$ cat src/rtl/dramc_pkg.sv
package dramc_pkg;

  localparam int LANES = 4;

  typedef enum logic [1:0] {
    OP_BYTE = 2'b00,
    OP_WORD = 2'b01,
    OP_LONG = 2'b10,
    OP_LINE = 2'b11
  } op_size_e;

  function automatic logic [2:0] op_log2(input logic [1:0] s);
    case (s)
      2'b00:   return 3'd0;
      2'b01:   return 3'd1;
      2'b10:   return 3'd2;
      default: return 3'd4;
    endcase
  endfunction

  function automatic logic [2:0] port_log2(input logic [1:0] p);
    return (p == 2'b11) ? 3'd2 : {1'b0, p};
  endfunction

  function automatic logic [4:0] beat_count(input logic [1:0] s, input logic [1:0] p);
    logic [2:0] ol;
    logic [2:0] pl;
    ol = op_log2(s);
    pl = port_log2(p);
    if (ol > pl) return 5'd1 << (ol - pl);
    return 5'd1;
  endfunction

  function automatic logic [LANES-1:0] lane_mask(input logic [1:0] s, input logic [1:0] p,
                                                 input logic [1:0] a_lo);
    logic [2:0] ol;
    logic [2:0] pl;
    logic [2:0] wl;
    logic [4:0] m;
    logic [1:0] off;
    ol = op_log2(s);
    pl = port_log2(p);
    wl = (ol < pl) ? ol : pl;
    m  = (5'd1 << (3'd1 << wl)) - 5'd1;
    case (pl)
      3'd0:    off = 2'd0;
      3'd1:    off = {1'b0, a_lo[0]};
      default: off = a_lo;
    endcase
    return LANES'(m << off);
  endfunction

endpackage

$ cat src/rtl/dramc_phase.sv
module dramc_phase (
  input  logic clk2x,
  input  logic rst,
  output logic rise
);
  logic ph;

  always_ff @(posedge clk2x) begin
    if (rst) ph <= 1'b0;
    else     ph <= ~ph;
  end

  assign rise = ~ph;
endmodule

$ cat src/rtl/dramc_beat.sv
module dramc_beat
  import dramc_pkg::*;
#(
  parameter int AW = 28
) (
  input  logic             clk2x,
  input  logic             rst,
  input  logic             load,
  input  logic             advance,
  input  logic [AW-1:0]    addr_in,
  input  logic [1:0]       size_in,
  input  logic [1:0]       port_in,
  input  logic [1:0]       cfg_pre,
  output logic [AW-1:0]    cur_addr,
  output logic             last_beat,
  output logic [LANES-1:0] lanes,
  output logic [2:0]       pre_half
);
  logic [4:0] beats_left;
  logic [1:0] size_q;
  logic [1:0] port_q;

  always_ff @(posedge clk2x) begin
    if (rst) begin
      cur_addr   <= '0;
      beats_left <= 5'd0;
      size_q     <= 2'b00;
      port_q     <= 2'b00;
      pre_half   <= 3'd1;
    end else if (load) begin
      cur_addr   <= addr_in;
      beats_left <= beat_count(size_in, port_in);
      size_q     <= size_in;
      port_q     <= port_in;
      pre_half   <= {cfg_pre, 1'b1};
    end else if (advance) begin
      cur_addr   <= cur_addr + (AW'(1) << port_log2(port_q));
      beats_left <= beats_left - 5'd1;
    end
  end

  assign last_beat = (beats_left == 5'd1);
  assign lanes     = lane_mask(size_q, port_q, cur_addr[1:0]);
endmodule

$ cat src/rtl/dramc_seq.sv
module dramc_seq
  import dramc_pkg::*;
#(
  parameter int AW      = 28,
  parameter int ROW_LSB = 9
) (
  input  logic             clk2x,
  input  logic             rst,
  input  logic             rise,
  input  logic             xs_n,
  input  logic             dram_sel,
  input  logic             wr_in,
  input  logic [AW-1:0]    cur_addr,
  input  logic             last_beat,
  input  logic [LANES-1:0] lanes,
  input  logic [2:0]       pre_half,
  output logic             load,
  output logic             advance,
  output logic [AW-1:0]    addr_out,
  output logic             addr_oe,
  output logic             ras_n,
  output logic [LANES-1:0] cas_n,
  output logic             dram_we_n,
  output logic             ack_n,
  output logic             ack_oe
);
  localparam int COLW = AW - ROW_LSB;

  logic       busy;
  logic [3:0] step;
  logic [2:0] hold;
  logic       wr_q;
  logic       active;

  assign load    = !busy && rise && !xs_n && dram_sel;
  assign active  = busy && (hold == 3'd0);
  assign advance = active && (step == 4'd8) && !last_beat;

  always_ff @(posedge clk2x) begin
    if (rst) begin
      busy      <= 1'b0;
      step      <= 4'd0;
      hold      <= 3'd0;
      wr_q      <= 1'b0;
      addr_out  <= '0;
      addr_oe   <= 1'b0;
      ras_n     <= 1'b1;
      cas_n     <= '1;
      dram_we_n <= 1'b1;
      ack_n     <= 1'b1;
      ack_oe    <= 1'b0;
    end else if (load) begin
      busy <= 1'b1;
      step <= 4'd1;
      wr_q <= wr_in;
    end else if (busy) begin
      if (hold != 3'd0) begin
        hold <= hold - 3'd1;
      end else begin
        case (step)
          4'd2: begin
            addr_oe   <= 1'b1;
            addr_out  <= cur_addr;
            dram_we_n <= ~wr_q;
            step      <= 4'd3;
          end
          4'd3: begin
            ras_n <= 1'b0;
            step  <= 4'd4;
          end
          4'd4: begin
            addr_out[AW-1:ROW_LSB] <= cur_addr[COLW-1:0];
            ack_oe <= 1'b1;
            ack_n  <= 1'b1;
            step   <= 4'd5;
          end
          4'd5: begin
            cas_n <= ~lanes;
            step  <= 4'd6;
          end
          4'd6: begin
            ack_n <= 1'b0;
            step  <= 4'd7;
          end
          4'd8: begin
            ras_n     <= 1'b1;
            cas_n     <= '1;
            ack_n     <= 1'b1;
            addr_oe   <= 1'b0;
            addr_out  <= '0;
            dram_we_n <= 1'b1;
            if (last_beat) begin
              step <= 4'd9;
            end else begin
              step <= 4'd2;
              hold <= pre_half;
            end
          end
          4'd10: begin
            ack_oe <= 1'b0;
            busy   <= 1'b0;
            step   <= 4'd0;
          end
          default: step <= step + 4'd1;
        endcase
      end
    end
  end

  // Checker state: bus half-cycles with the row strobe high, and a flag for
  // the gap between beats of one burst.
  logic [3:0] hi_cnt;
  logic       burst_gap;

  always_ff @(posedge clk2x) begin
    if (rst) begin
      hi_cnt    <= 4'd0;
      burst_gap <= 1'b0;
    end else begin
      if (!ras_n)               hi_cnt <= 4'd0;
      else if (hi_cnt != 4'hF)  hi_cnt <= hi_cnt + 4'd1;
      if (advance)                           burst_gap <= 1'b1;
      else if (active && step == 4'd4)       burst_gap <= 1'b0;
    end
  end

  // row strobe high for at least the programmed precharge between beats
  a_r10_precharge_gap: assert property (@(posedge clk2x) disable iff (rst)
    ($fell(ras_n) && burst_gap) |-> (hi_cnt >= (4'(pre_half) + 4'd2)));

  // no new capture while a transfer is running
  a_r11_no_reload: assert property (@(posedge clk2x) disable iff (rst)
    (addr_oe || !ras_n) |-> !load);
endmodule

$ cat src/rtl/dramc_xm_ctrl.sv
module dramc_xm_ctrl
  import dramc_pkg::*;
#(
  parameter int AW      = 28,
  parameter int ROW_LSB = 9
) (
  input  logic             clk2x,
  input  logic             rst,
  input  logic [1:0]       cfg_precharge,
  input  logic             xs_n,
  input  logic             dram_sel,
  input  logic             xfer_wr,
  input  logic [1:0]       xfer_size,
  input  logic [1:0]       port_size,
  input  logic [AW-1:0]    addr_in,
  output logic [AW-1:0]    addr_out,
  output logic             addr_oe,
  output logic             ras_n,
  output logic [LANES-1:0] cas_n,
  output logic             dram_we_n,
  output logic             ack_n,
  output logic             ack_oe
);
  logic             rise;
  logic             load;
  logic             advance;
  logic [AW-1:0]    cur_addr;
  logic             last_beat;
  logic [LANES-1:0] lanes;
  logic [2:0]       pre_half;

  dramc_phase u_phase (
    .clk2x (clk2x),
    .rst   (rst),
    .rise  (rise)
  );

  dramc_beat #(.AW(AW)) u_beat (
    .clk2x     (clk2x),
    .rst       (rst),
    .load      (load),
    .advance   (advance),
    .addr_in   (addr_in),
    .size_in   (xfer_size),
    .port_in   (port_size),
    .cfg_pre   (cfg_precharge),
    .cur_addr  (cur_addr),
    .last_beat (last_beat),
    .lanes     (lanes),
    .pre_half  (pre_half)
  );

  dramc_seq #(.AW(AW), .ROW_LSB(ROW_LSB)) u_seq (
    .clk2x     (clk2x),
    .rst       (rst),
    .rise      (rise),
    .xs_n      (xs_n),
    .dram_sel  (dram_sel),
    .wr_in     (xfer_wr),
    .cur_addr  (cur_addr),
    .last_beat (last_beat),
    .lanes     (lanes),
    .pre_half  (pre_half),
    .load      (load),
    .advance   (advance),
    .addr_out  (addr_out),
    .addr_oe   (addr_oe),
    .ras_n     (ras_n),
    .cas_n     (cas_n),
    .dram_we_n (dram_we_n),
    .ack_n     (ack_n),
    .ack_oe    (ack_oe)
  );

  // a column strobe is only active under an active row strobe
  a_r4_cas_under_ras: assert property (@(posedge clk2x) disable iff (rst)
    (cas_n != '1) |-> !ras_n);

  // write strobe only while the address bus is driven
  a_r3_we_with_addr: assert property (@(posedge clk2x) disable iff (rst)
    !dram_we_n |-> addr_oe);

  // acknowledge asserted only while driven
  a_r7_ack_driven: assert property (@(posedge clk2x) disable iff (rst)
    !ack_n |-> ack_oe);

  // acknowledge released only after all strobes are negated
  a_r8_clean_release: assert property (@(posedge clk2x) disable iff (rst)
    $fell(ack_oe) |-> (ras_n && (cas_n == '1) && !addr_oe));

  // row strobe active only with the address bus driven
  a_r5_addr_under_ras: assert property (@(posedge clk2x) disable iff (rst)
    !ras_n |-> addr_oe);
endmodule

$ cat config.mk
export PLATFORM = sky130hd
export DESIGN_NAME = dramc_xm_ctrl
export DESIGN_NICKNAME = d
export VERILOG_FILES = /design/src/rtl/dramc_pkg.sv /design/src/rtl/dramc_phase.sv /design/src/rtl/dramc_beat.sv /design/src/rtl/dramc_seq.sv /design/src/rtl/dramc_xm_ctrl.sv
export SDC_FILE = /design/constraint.sdc
export NUM_CORES = 1
export LEC_CHECK = 0
export BUFFER_PORTS_ARGS = -buffer_cell sky130_fd_sc_hd__clkbuf_2
export CAP_MARGIN = 25
export CORE_UTILIZATION = 50
export DETAILED_ROUTE_END_ITERATION = 16
export GPL_ROUTABILITY_DRIVEN = 0
export PLACE_DENSITY = 0.83
export SLEW_MARGIN = 15
export SYNTH_ARGS = -nofsm -noshare
export SYNTH_HDL_FRONTEND = slang
export SYNTH_SLANG_ARGS = --single-unit
$ cat constraint.sdc
create_clock -name clk2x -period 4.5 [get_ports clk2x]
set_clock_uncertainty 0.15 [all_clocks]
set_input_delay 0.9 -clock clk2x [delete_from_list [all_inputs] [get_ports clk2x]]
set_output_delay 0.9 -clock clk2x [all_outputs]
set_load 0.05 [all_outputs]
-- After elaboration in Yosys (flattened, before gate mapping)
Index checks and enable logic that the tools add are counted.
- register bits: 86
- bits of input ports: 39
- output and inout bits: 37
- word-level logic and storage cells: 125
- add/sub/neg operators: 6
- magnitude comparators: 2
- equality and inequality tests: 17
- shift operators: 5
- mux-type cells: 37
- bitwise operators: 5
- reduce and logical (&&, ||, !) cells: 34
- operators by type and width (operator ; count):
    case mux 19 bit (3 select lines) ; 1
    2-to-1 mux 28 bit ; 2
    adder 28 bit ; 1
    case mux 4 bit (7 select lines) ; 1
    AND reduction 4 bit ; 7
    left shift 1 x 3 -> 28 bit, first input constant ; 1
    2-to-1 mux 5 bit ; 4
    2-to-1 mux 3 bit ; 6
    case mux 3 bit (3 select lines) ; 2
    case mux 9 bit (2 select lines) ; 1
    nonzero test 2 bit ; 8
    equality test 4 x 3 -> 1 bit, second input constant ; 3
    2-to-1 mux 1 bit ; 10
    case mux 1 bit (2 select lines) ; 5
    left shift 1 x 3 -> 5 bit, first input constant ; 2
    subtractor 5 x 1 -> 5 bit, second input constant ; 2
    equality test 2 bit, second input constant ; 4
    equality test 4 x 2 -> 1 bit, second input constant ; 2
    equality test 4 bit, second input constant ; 2
    case mux 4 bit (2 select lines) ; 1
    logical AND 1 bit ; 6
    logical NOT 3 bit ; 2
    nonzero test 3 bit ; 2
    equality test 5 x 1 -> 1 bit, second input constant ; 1
    19 further kinds ; 30

-- Logic depth before layout (Yosys ltp)
Gate-level depths: netlist (run 1).
- word-level depth: 12
- gate-level depth with buffers: 11
- mapped depth without buffers: 10

-- Hierarchy
Synthesis (run 1) repeated with hierarchy kept, for this count alone.
- cells, all modules: 583
- area, all modules: 4904.7 um^2
- modules (own cells, without submodules) (module ; instances ; cells each ; area each (um^2) ; sequential area each (um^2)):
    dramc_beat ; 1 ; 329 ; 2593.7 ; 780.7
    dramc_seq ; 1 ; 251 ; 2283.4 ; 920.9
    dramc_phase ; 1 ; 3 ; 27.5 ; 20.0

-- Least setup slack after synthesis (run 1)
OpenSTA, ideal clock, no wires.
- path type: reg2reg
- from: register u_beat.port_q[1]
- to: register u_beat.cur_addr[26]
- setup time: 0.091 ns
- data arrival time: 2.479 ns
- required time: 4.259 ns
- slack: 1.780 ns
- stages on the path, launching flop included: 12
- buffers on the path: 2
- period minus slack after synthesis: 2.720 ns
- path through: dfxtp_1 clkbuf_1 nor2_1 ha_1 inv_1 fa_1 nand2b_1 a21oi_4 nand4_1 buf_2 or4_1 a311oi_1
- cells in the longest elaborated chain, start to end: 6
- ends and longest elaborated chain (what ; line ; source):
    from (decl) ; dramc_beat.sv:21 ; logic [1:0] port_q;
    from (signal assigned) ; dramc_beat.sv:34 ; port_q <= port_in;
    equality test 2 bit ; dramc_pkg.sv:22 ; return (p == 2'b11) ? 3'd2 : {1'b0, p};
    2-to-1 mux 2 bit * ; dramc_pkg.sv:22 ;
    left shift 1 x 3 -> 28 bit * ; dramc_beat.sv:37 ; cur_addr <= cur_addr + (AW'(1) << port_log2(port_q));
    adder 28 bit * ; dramc_beat.sv:37 ;
    2-to-1 mux 28 bit * ; dramc_beat.sv:36 ; end else if (advance) begin
    2-to-1 mux 28 bit * ; dramc_beat.sv:30 ; end else if (load) begin
    to (signal assigned) ; dramc_beat.sv:31 ; cur_addr <= addr_in;
    to (signal assigned) ; dramc_beat.sv:37 ;
    to (decl) ; dramc_beat.sv:14 ; output logic [AW-1:0] cur_addr,
Mark *: on every way between the ends. The rest lies on a longest branch, timed or not. The select of a mux whose other input is x is not followed.
A chain may end at the register's enable or synchronous reset.

-- Final worst setup path (run 1)
- from: register u_seq.step[0]
- to: register u_beat.cur_addr[26]
- cells in the longest elaborated chain, start to end: 4
- ends and longest elaborated chain (what ; line ; source):
    from (decl) ; dramc_seq.sv:30 ; logic [3:0] step;
    from (signal assigned) ; dramc_seq.sv:104 ; default: step <= step + 4'd1;
    equality test 4 bit ; dramc_seq.sv:37 ; assign advance = active && (step == 4'd8) && !last_beat;
    logical AND 1 bit (2 in series) ; dramc_seq.sv:37 ;
    nonzero test 2 bit (no line) ; n/a ;
No other way between the ends.

==> impl_metrics.yaml, run 1 <==
pwr:
  cellPowerDensity_mw_per_mm2: 292
  ir_drop_mv: 0.157
  leakagePower_uw: 0.00190
global_route:
  grt_first_pass_wirelength_um: 21100
  grt_use_total: 0.269
  grt_pass1_vias: 4387
  antenna_found_initial: 0
  overflow: 0
  grt_max_degree: 63
yosys:
  synth-xor-area-share: 0.0372
  synth.avg_cell_area_um2: 8.06
  synth_warnings: 0
  synth-adder-area-share: 0.0510
  synthMuxAreaShare: 0.00425
  synth-simple-area-share: 0.244
  async_reset_ff_frac: 0
  synth-compound-area-share: 0.243
  synth_top_family_by_area: "simple AND/OR/NAND/NOR gates"
  synth_seq_area_share: 0.366
  synthCells: 584
  ys.flop_type: "dfxtp_1"
  synth_edf_count: 0
  synthDistinctLibCells: 60
  syn_nets: 641
  synth_seq_cells: 86
  netlist_area_mm2: 0.00471
detailed_routing:
  via_per_inst: 6.21
  route.detailed.drc: 0
  postRouteAntennaNets: 0
  wirelength_um: 12500
  drtIter0Drc: 317
  first_pass_iters: 6
  drt-wirelength-per-cell_um: 16.6
  vias: 4655
setup_path:
  critPathCaptureType: "flop"
  cpPeakStageDelay_ns: 0.53
  cp_num_buf_inv: 2
  critical_path.max_fanout: 30
  reg2reg_depth: 8
  critPathArrivalTime_ns: 3.38
  cp-start-kind: "flop"
  critical_path_depth: 8
  path_delay_family: "simple AND/OR/NAND/NOR gates"
  path_class: "flop to flop"
  crit_required_ns: 4.63
  cp_cell_sequence: "inv_1, ha_1, nand3b_1, nor3_2, buf_4, nand4_1, or4_1, a311oi_1"
  cp_slowest_cell: "or4_1"
outcome:
  status: "finished, final reports clean"
placement:
  dpl_cell_area_mm2: 0.00510
  port_buffers: 75
  hpwl_um: 9010
sta:
  clock.fmax_mhz: 308
  report.final.slew_viol_count: 0
  tns_ns: 0
  period_share: 0.723
  max-slew-margin-rel: 0.437
  hold_violations: 0
  rsz0062_at_grt: "no"
  worst_pin_slew_ns: 0.844
  period_needed_ns: 3.25
  setup_violations: 0
worst_hold_path:
  hold_depth: 2
  hold_path.class: "flop to flop"
clock_tree:
  clk_pin_slew_ns: 0.09
  hold_buffers: 0
  clkSinkCount: 86
  htree_levels: 3
  clk_latency_ns: 0.36
  cts_buffers: 9
  cts_tree: "done"
  clk_path_buf_depth: 2
  post_cts_buffers: 0
  root_buffer: "clkbuf_8"
  post_cts_resized: 0
finish:
  nNetsFinal: 690
  register_area_mm2: 0.00172
  area_growth_pct: 12.2
  final_area_mm2: 0.00528
  multiInputGateArea_mm2: 0.00274
  diodes: 0
  nFillCells: 805
  drive_gt1_frac: 0.172
die:
  design.core.area_mm2: 0.00920
  die_width_um: 99.1
  core.rowCount: 35
  die_h_um: 99.1
  dieArea_mm2: 0.00981
  io_pins: 76
  initial_utilization: 0.512
job:
  maxCapViolCount: 0
-- per-layer routing --
metal  GRT usage  routed length [um]  vias up
li1            -                   -     2234
met1       0.339                5170     2175
met2       0.441                6010      202
met3      0.0461                 857       44
met4       0.140                 425        0
met5           0                   0        -
-- cell usage after synthesis (3+ instances only) --
cell type	n	area, um^2
inv_1	18	67.6
nand3_1	24	120
a21o_1	3	22.5
nand2b_1	6	37.5
or4_1	3	22.5
nor3_1	17	85.1
a31oi_1	6	37.5
o21bai_1	4	30.0
a2111oi_0	3	26.3
a211oi_1	41	308
a211o_1	4	35.0
and3_1	4	25.0
nor2b_1	7	43.8
o22ai_1	3	18.8
a21oi_1	39	195
nand2_1	46	173
and2_1	3	18.8
ha_1	16	200
o21ai_0	21	105
and3b_1	3	26.3
xor2_1	15	131
clkbuf_1	29	109
a311oi_1	6	52.6
nand3b_1	4	30.0
a22oi_1	20	150
buf_2	13	65.1
xnor2_1	5	43.8
dfxtp_1	86	1720
buf_1	3	11.3
o21a_1	3	22.5
or3_1	3	18.8
nand4_1	12	75.1
nor2_1	73	274
nor4_1	3	18.8
-- power breakdown --
| part | internal [uW] | leakage (uW) | switching, uW | total (uW) |
|---|---|---|---|---|
| sequential | 788 | 0.000699 | 43.6 | 831 |
| combinational | 78.4 | 0.00112 | 120 | 199 |
| clock | 207 | 0.0000866 | 308 | 514 |
-- logic make-up after synthesis --
family | after synthesis
and+or+nand+nor | 224
buffers and inverters | 63
xor gates and xnor gates | 20
other | 2
muxes | 2
adders and majority gates | 18
DFF | 86
AOI/OAI and AO/OA | 169
-- placed cells by master (no fill, tap or decap), types with 15 or more instances in the layout --
| master | instances |
|---|---|
| ha_1 | 16 |
| nor2_1 | 73 |
| nor3_1 | 17 |
| a21oi_1 | 39 |
| nand2_1 | 46 |
| a211oi_1 | 41 |
| nand3_1 | 24 |
| inv_1 | 18 |
| clkbuf_2 | 75 |
| dfxtp_1 | 86 |
| o21ai_0 | 21 |
| xor2_1 | 15 |
| a22oi_1 | 20 |
-- final timing paths --
| check | from | end | slack (ns) |
|---|---|---|---|
| max | u_seq.step[0]$_SDFFE_PP0P_ | u_beat.cur_addr[26]$_SDFFE_PP0P_ | 1.25 |
| min | u_seq.addr_out[5]$_SDFFE_PP0P_ | u_seq.addr_out[5]$_SDFFE_PP0P_ | 0.31 |
| max reg2reg | u_seq.step[0]$_SDFFE_PP0P_ | u_beat.cur_addr[26]$_SDFFE_PP0P_ | 1.25 |
| min reg2reg | u_seq.addr_out[5]$_SDFFE_PP0P_ | u_seq.addr_out[5]$_SDFFE_PP0P_ | 0.31 |
-- registers in the layout, summed over array words and instances (netlist names), 2 cells and up --
name               cells
u_beat.cur_addr       28
u_seq.addr_out        28
u_beat.beats_left      5
u_seq.cas_n            4
u_seq.step             4
u_seq.hold             3
u_beat.port_q          2
u_beat.pre_half        2
u_beat.size_q          2
-- stage by stage --
stage	power (uW)	cells	util	worst slack, ns	hold WS [ns]
3_5_place_dp	1040	732	0.554	1.30	0.298
3_3_place_gp	1030	731	0.553	1.49	0.286
4_1_cts	1540	748	0.574	1.27	0.312
6_report	1540	749	0.574	1.25	0.310
5_1_grt	1610	749	0.574	0.860	0.335
2_1_floorplan	979	584	-	1.78	0.270
-- final cells by class --
| class | count | share of cell area |
|---|---|---|
| Timing Repair Buffer | 83 | 0.0834 |
| Multi-Input combinational cell | 435 | 0.518 |
| Clock buffer | 9 | 0.0234 |
| Tap cell | 111 | 0.0263 |
| Clock inverter | 7 | 0.0104 |
| Sequential cell | 86 | 0.326 |
| Inverter | 18 | 0.0128 |
-- worst register-to-register path, cell delays in order, from the launching register on --
cell,delay [ns]
dfxtp_1,0.36
inv_1,0.11
ha_1,0.30
nand3b_1,0.46
nor3_2,0.28
buf_4,0.32
nand4_1,0.41
or4_1,0.53
a311oi_1,0.25
Note: power is estimated with default switching activity, not from simulation.
==> inputs of run 2 (changes only) <==
--- a/config.mk
+++ b/config.mk
@@ -5,12 +5,13 @@
 export SDC_FILE = /design/constraint.sdc
 export NUM_CORES = 1
 export LEC_CHECK = 0
+export ABC_AREA = 1
 export BUFFER_PORTS_ARGS = -buffer_cell sky130_fd_sc_hd__clkbuf_2
 export CAP_MARGIN = 25
 export CORE_UTILIZATION = 50
 export DETAILED_ROUTE_END_ITERATION = 16
 export GPL_ROUTABILITY_DRIVEN = 0
-export PLACE_DENSITY = 0.83
+export PLACE_DENSITY = 0.82
 export SLEW_MARGIN = 15
 export SYNTH_ARGS = -nofsm -noshare
 export SYNTH_HDL_FRONTEND = slang
==> constraint.sdc (replaced) <==
create_clock -name clk2x -period 3.3 [get_ports clk2x]
set_clock_uncertainty 0.15 [all_clocks]
set_input_delay 0.66 -clock clk2x [delete_from_list [all_inputs] [get_ports clk2x]]
set_output_delay 0.66 -clock clk2x [all_outputs]
set_load 0.05 [all_outputs]
==> impl_metrics.yaml, run 2 <==
outcome:
  status: "finished, final reports clean"
detailed_routing:
  drt-wirelength-per-cell_um: 14.0
  wirelength_um: 13800
  vias: 5374
  drtIter0Drc: 407
  postRouteAntennaNets: 0
  route.detailed.drc: 0
  first_pass_iters: 6
  via_per_inst: 5.44
clock_tree:
  cts_tree: "done"
  root_buffer: "clkbuf_8"
  post_cts_resized: 0
  clk_latency_ns: 0.38
  clk_path_buf_depth: 2
  clk_pin_slew_ns: 0.10
  cts_buffers: 9
  hold_buffers: 0
  post_cts_buffers: 0
  htree_levels: 3
  clkSinkCount: 86
yosys:
  yosysMostFrequentCell: "nand2_1"
  synth_warnings: 0
  synthDistinctLibCells: 44
  synth.avg_cell_area_um2: 6.57
  synth_top_area_cell: "dfxtp_1"
  synth_area_leaders: "dfxtp_1 (33%), nand2_1 (13%), nor2_1 (7.3%), inv_1 (6.0%), nand3_1 (5.6%)"
  synth_seq_area_share: 0.331
  synth_top_area_frac: 0.331
  synthTopCellsByCount: "nand2_1 (180), nor2_1 (101), dfxtp_1 (86)"
  syn_nets: 848
  synth_edf_count: 0
  ys.flop_type: "dfxtp_1"
  synthCells: 791
  synth_seq_cells: 86
  async_reset_ff_frac: 0
  netlist_area_mm2: 0.00519
sta:
  rsz0062_at_grt: "no"
  tns_ns: 0
  period_share: 0.803
  period_needed_ns: 2.65
  clock.fmax_mhz: 378
  max-slew-margin-rel: 0.603
  setup_violations: 0
  hold_violations: 0
  report.final.slew_viol_count: 0
  worst_pin_slew_ns: 0.595
finish:
  final_cell_mix: "nand2_1 (180), nor2_1 (101), dfxtp_1 (86), inv_1 (83), clkbuf_2 (75)"
  nFillCells: 1001
  nNetsFinal: 906
  stdcell_count: 987
  area_growth_pct: 11.5
  final_area_mm2: 0.00579
  drive_gt1_frac: 0.157
  final_core_util: 0.584
  top_regs: "u_beat.cur_addr (28), u_seq.addr_out (28), u_beat.beats_left (5)"
  final_common_cell: "nand2_1"
  diodes: 0
setup_path:
  crit_required_ns: 3.42
  critPathArrivalTime_ns: 2.77
  path_class: "flop to flop"
  cp-start-kind: "flop"
  ff2ff_setup_slack_ns: 0.65
  cpPeakStageDelay_ns: 0.37
  path_delay_family: "simple AND/OR/NAND/NOR gates"
  critPathCaptureType: "flop"
  cp_slowest_cell: "nor2_4"
  reg2reg_depth: 12
  cp_cell_sequence: "inv_1, ha_1, inv_1, nor2_4, nand2_4, inv_2, nand2_1, inv_2, nor2_4, inv_2, nor2_1, nor2_1"
  worstReg2RegEnd: "u_seq.addr_out[15]$_SDFFE_PP0P_"
  r2r_start: "u_seq.hold[0]$_SDFFE_PP0P_"
  critical_path.max_fanout: 20
  crit_top_cell: "inv_2"
  cp_num_buf_inv: 5
die:
  initial_utilization: 0.524
  design.core.area_mm2: 0.00991
  die_h_um: 104
  core.rowCount: 36
  dieArea_mm2: 0.0108
  die_width_um: 104
  io_pins: 76
pwr:
  intPower_uw: 1490
  switching_share: 0.317
  leakagePower_uw: 0.00252
  pwr-share-comb: 0.155
  ir_drop_mv: 0.211
  p_switching_uw: 689
  pwr-share-clk: 0.339
  seqPwrFrac: 0.506
  cellPowerDensity_mw_per_mm2: 376
worst_hold_path:
  hold_depth: 1
  hold_start: "u_phase.ph$_SDFF_PP0_"
  hold_path.class: "flop to flop"
  worstHoldEndpoint: "u_phase.ph$_SDFF_PP0_"
placement:
  dpl_cell_area_mm2: 0.00560
  hpwl_um: 10200
  port_buffers: 75
  place_inst: 971
global_route:
  overflow: 0
  grt_max_degree: 37
  grt_use_total: 0.259
  grt_pass1_vias: 4875
  grt_first_pass_wirelength_um: 22700
  antenna_found_initial: 0
job:
  maxCapViolCount: 0
## run 2: changes by cell type in the layout (fill, tap and decap cells not counted), sizes merged, moves of 20 or more
| cell | before | now |
|---|---|---|
| nand3 | 24 | 59 |
| nand2 | 46 | 189 |
| o21ai | 22 | 65 |
| a211oi | 41 | 5 |
| a22oi | 20 | 0 |
| inv | 21 | 93 |
| nor2 | 73 | 115 |
## run 2: kinds of logic after synthesis
kind of cell | count (synthesis) | synth area share
AOI/OAI and AO/OA | 161 | 0.178
xor gates and xnor gates | 8 | 0.0135
adders and majority gates | 18 | 0.0462
buffers and inverters | 125 | 0.101
DFF | 86 | 0.331
other | 2 | 0.00145
and+or+nand+nor | 391 | 0.329
## run 2: layout make-up
class,count,area (um^2),share of cell area
Inverter,91,342,0.0590
Clock buffer,10,138,0.0238
Clock inverter,6,53.8,0.00929
Timing Repair Buffer,81,420,0.0726
Sequential cell,86,1720,0.297
Multi-Input combinational cell,580,2950,0.509
Tap cell,133,166,0.0287
## run 2: routing by layer
layer | GRT usage | up-vias | wire length, um
met5 | 0 | - | 0
met4 | 0.112 | 0 | 230
met3 | 0.0445 | 22 | 1120
met2 | 0.417 | 232 | 6280
met1 | 0.340 | 2415 | 6160
li1 | - | 2705 | -
## run 2: power by group through the flow
stage	logic [uW]	clock network, uW	registers, uW
2_1_floorplan	235	0	1130
3_3_place_gp	324	0	1120
3_5_place_dp	331	0	1120
4_1_cts	333	731	1100
5_1_grt	379	788	1100
6_report	337	737	1100
## run 2: how the worst max path moves through the flow
stage / slack, ns / start / to / depth (start not counted)
floorplan: 1.08 / u_beat.port_q[1]$_SDFFE_PP0P_ / u_beat.cur_addr[10]$_SDFFE_PP0P_ / 14
detailed placement: 0.70 / xs_n / u_beat.cur_addr[17]$_SDFFE_PP0P_ / 8
finish: 0.65 / u_seq.hold[0]$_SDFFE_PP0P_ / u_seq.addr_out[15]$_SDFFE_PP0P_ / 12
global route: 0.42 / u_seq.hold[0]$_SDFFE_PP0P_ / u_seq.addr_out[23]$_SDFFE_PP0P_ / 12
global placement: 0.76 / u_seq.hold[0]$_SDFFE_PP0P_ / u_seq.addr_out[12]$_SDFFE_PP0P_ / 12
CTS: 0.68 / u_seq.hold[0]$_SDFFE_PP0P_ / u_seq.addr_out[18]$_SDFFE_PP0P_ / 12
## run 2: metrics by stage
stage                     total power [uW]  setup WS (ns)  hold WS, ns
after floorplan                       1370           1.08        0.244
after global placement                1450          0.759        0.262
after detailed placement              1450          0.704        0.253
after CTS                             2160          0.679        0.269
after global routing                  2270          0.421        0.280
final                                 2170          0.651        0.271
==> inputs of run 3 (changes only) <==
--- a/config.mk
+++ b/config.mk
@@ -11,7 +11,7 @@
 export CORE_UTILIZATION = 50
 export DETAILED_ROUTE_END_ITERATION = 16
 export GPL_ROUTABILITY_DRIVEN = 0
-export PLACE_DENSITY = 0.82
+export PLACE_DENSITY = 0.85
 export SLEW_MARGIN = 15
 export SYNTH_ARGS = -nofsm -noshare
 export SYNTH_HDL_FRONTEND = slang
==> constraint.sdc (replaced) <==
create_clock -name clk2x -period 2.33 [get_ports clk2x]
set_clock_uncertainty 0.15 [all_clocks]
set_input_delay 0.466 -clock clk2x [delete_from_list [all_inputs] [get_ports clk2x]]
set_output_delay 0.466 -clock clk2x [all_outputs]
set_load 0.05 [all_outputs]
==> impl_metrics.yaml, run 3 (same netlist as run 2, synthesis figures left out) <==
outcome:
  status: "finished, final reports clean"
detailed_routing:
  first_pass_iters: 6
  vias: 5529
  postRouteAntennaNets: 0
  wirelength_um: 14200
  via_per_inst: 5.47
  route.detailed.drc: 0
  drt-wirelength-per-cell_um: 14.0
  drtIter0Drc: 433
die:
  dieArea_mm2: 0.0108
  die_width_um: 104
  design.core.area_mm2: 0.00991
  io_pins: 76
  die_h_um: 104
  core.rowCount: 36
  initial_utilization: 0.524
clock_tree:
  clk_pin_slew_ns: 0.09
  clkSinkCount: 86
  cts_tree: "done"
  root_buffer: "clkbuf_8"
  hold_buffers: 0
  clk_latency_ns: 0.37
  cts_buffers: 9
  clk_path_buf_depth: 2
  htree_levels: 3
finish:
  multiInputGateArea_mm2: 0.00309
  nNetsFinal: 930
  top_regs: "u_beat.cur_addr (28), u_seq.addr_out (28), u_beat.beats_left (5)"
  final_common_cell: "nand2_1"
  diodes: 0
  register_area_mm2: 0.00173
  area_growth_pct: 18.5
  nFillCells: 894
  final_core_util: 0.621
  drive_gt1_frac: 0.213
  final_cell_mix: "nand2_1 (174), nor2_1 (97), dfxtp_1 (83), inv_1 (80), clkbuf_2 (75)"
sta:
  period_share: 0.976
  fin_ws_ns: 0.0553
  tns_ns: 0
  hold_violations: 0
  rsz0062_at_grt: "yes"
  setup_violations: 0
  period_needed_ns: 2.27
  report.final.slew_viol_count: 0
  clock.fmax_mhz: 440
setup_path:
  cp-startpoint: "u_beat.port_q[1]$_SDFFE_PP0P_"
  critPathCaptureType: "flop"
  critical_path.max_fanout: 5
  critPathArrivalTime_ns: 2.38
  r2r_start: "u_beat.port_q[1]$_SDFFE_PP0P_"
  crit_required_ns: 2.44
  ff2ff_setup_slack_ns: 0.06
  cp-start-kind: "flop"
  path_class: "flop to flop"
  reg2reg_depth: 14
  worstReg2RegEnd: "u_beat.cur_addr[10]$_SDFFE_PP0P_"
pwr:
  leakagePower_uw: 0.00271
  cellPowerDensity_mw_per_mm2: 520
  ir_drop_mv: 0.261
worst_hold_path:
  hold_path.class: "input pin to flop"
  hold_depth: 3
  worstHoldEndpoint: "u_beat.pre_half[2]$_SDFFE_PP0P_"
  hold_start: "cfg_precharge[1]"
global_route:
  grt_first_pass_wirelength_um: 23200
  grt.busiest_layer: "met2"
  antenna_found_initial: 0
  grtUsageMet2: 0.431
  grt_pass1_vias: 5008
  grt_use_total: 0.263
  overflow: 0
  met3_usage: 0.0338
  grt_max_degree: 37
  use_met1: 0.342
job:
  maxCapViolCount: 0
placement:
  hpwl_um: 10400
  port_buffers: 75
  pre_cts_ws_ns: -0.0388
## run 3: changes by cell type in the layout (fill, tap and decap cells not counted), sizes merged
cell    before  now
clkinv       3    2
bufinv       0    1
buf          6   30
## run 3: layout make-up
cell class | count | share of cell area
inverters | 91 | 0.0555
repair buffers | 105 | 0.103
clock inverters | 6 | 0.0112
multi-input cells | 580 | 0.502
clock buffers | 10 | 0.0207
well taps | 133 | 0.0270
flip-flops and latches | 86 | 0.281
## run 3: worst max-delay path: stages, from the launching register on
cell and delay [ns]:
dfxtp_4 0.38, nor2_4 0.13, ha_4 0.15, inv_2 0.04
fa_2 0.34, inv_2 0.08, nand2_4 0.05, o21ai_4 0.23
nand2_2 0.12, nor2_4 0.11, nand2_1 0.09, nand3_1 0.08
nand2_1 0.06, a21oi_2 0.10, nor2_1 0.05
## run 3: repair_timing
item,CTS,global route
endpoints found under the hold margin,0,0
setup buffers,3,2
pin swaps,7,17
setup endpoints to repair,10,20
gates resized for setup,14,27
## run 3: per-stage QoR
stage | area, um^2 | total power, uW | instances | hold WS, ns
finish | 6150 | 3200 | 1011 | 0.192
global route | 6150 | 3340 | 1011 | 0.204
CTS | 6030 | 3160 | 1009 | 0.185
detailed placement | 5770 | 2090 | 990 | 0.260
global placement | 5770 | 2080 | 990 | 0.255
floorplan | 5190 | 1940 | 791 | 0.244
## run 3: power breakdown
group / total [uW] / leakage, uW / switching, uW / internal (uW)
logic: 561 / 0.00191 / 354 / 207
clock network: 1080 / 0.0000973 / 578 / 504
registers: 1560 / 0.000699 / 46.1 / 1510
## run 3: worst max-delay path by stage
stage                                             endpoint  cells past startpoint
final                     u_beat.cur_addr[10]$_SDFFE_PP0P_                     14
after global routing           u_seq.cas_n[2]$_SDFFE_PP1P_                     16
after CTS                 u_beat.cur_addr[18]$_SDFFE_PP0P_                     13
after detailed placement  u_beat.cur_addr[10]$_SDFFE_PP0P_                     14
after global placement    u_beat.cur_addr[10]$_SDFFE_PP0P_                     14
after floorplan           u_beat.cur_addr[10]$_SDFFE_PP0P_                     14
## run 3: routing by layer
metal,share of wire,up-vias
met5,0,-
met4,0.038,0
met3,0.073,50
met2,0.45,254
met1,0.44,2456
li1,-,2769
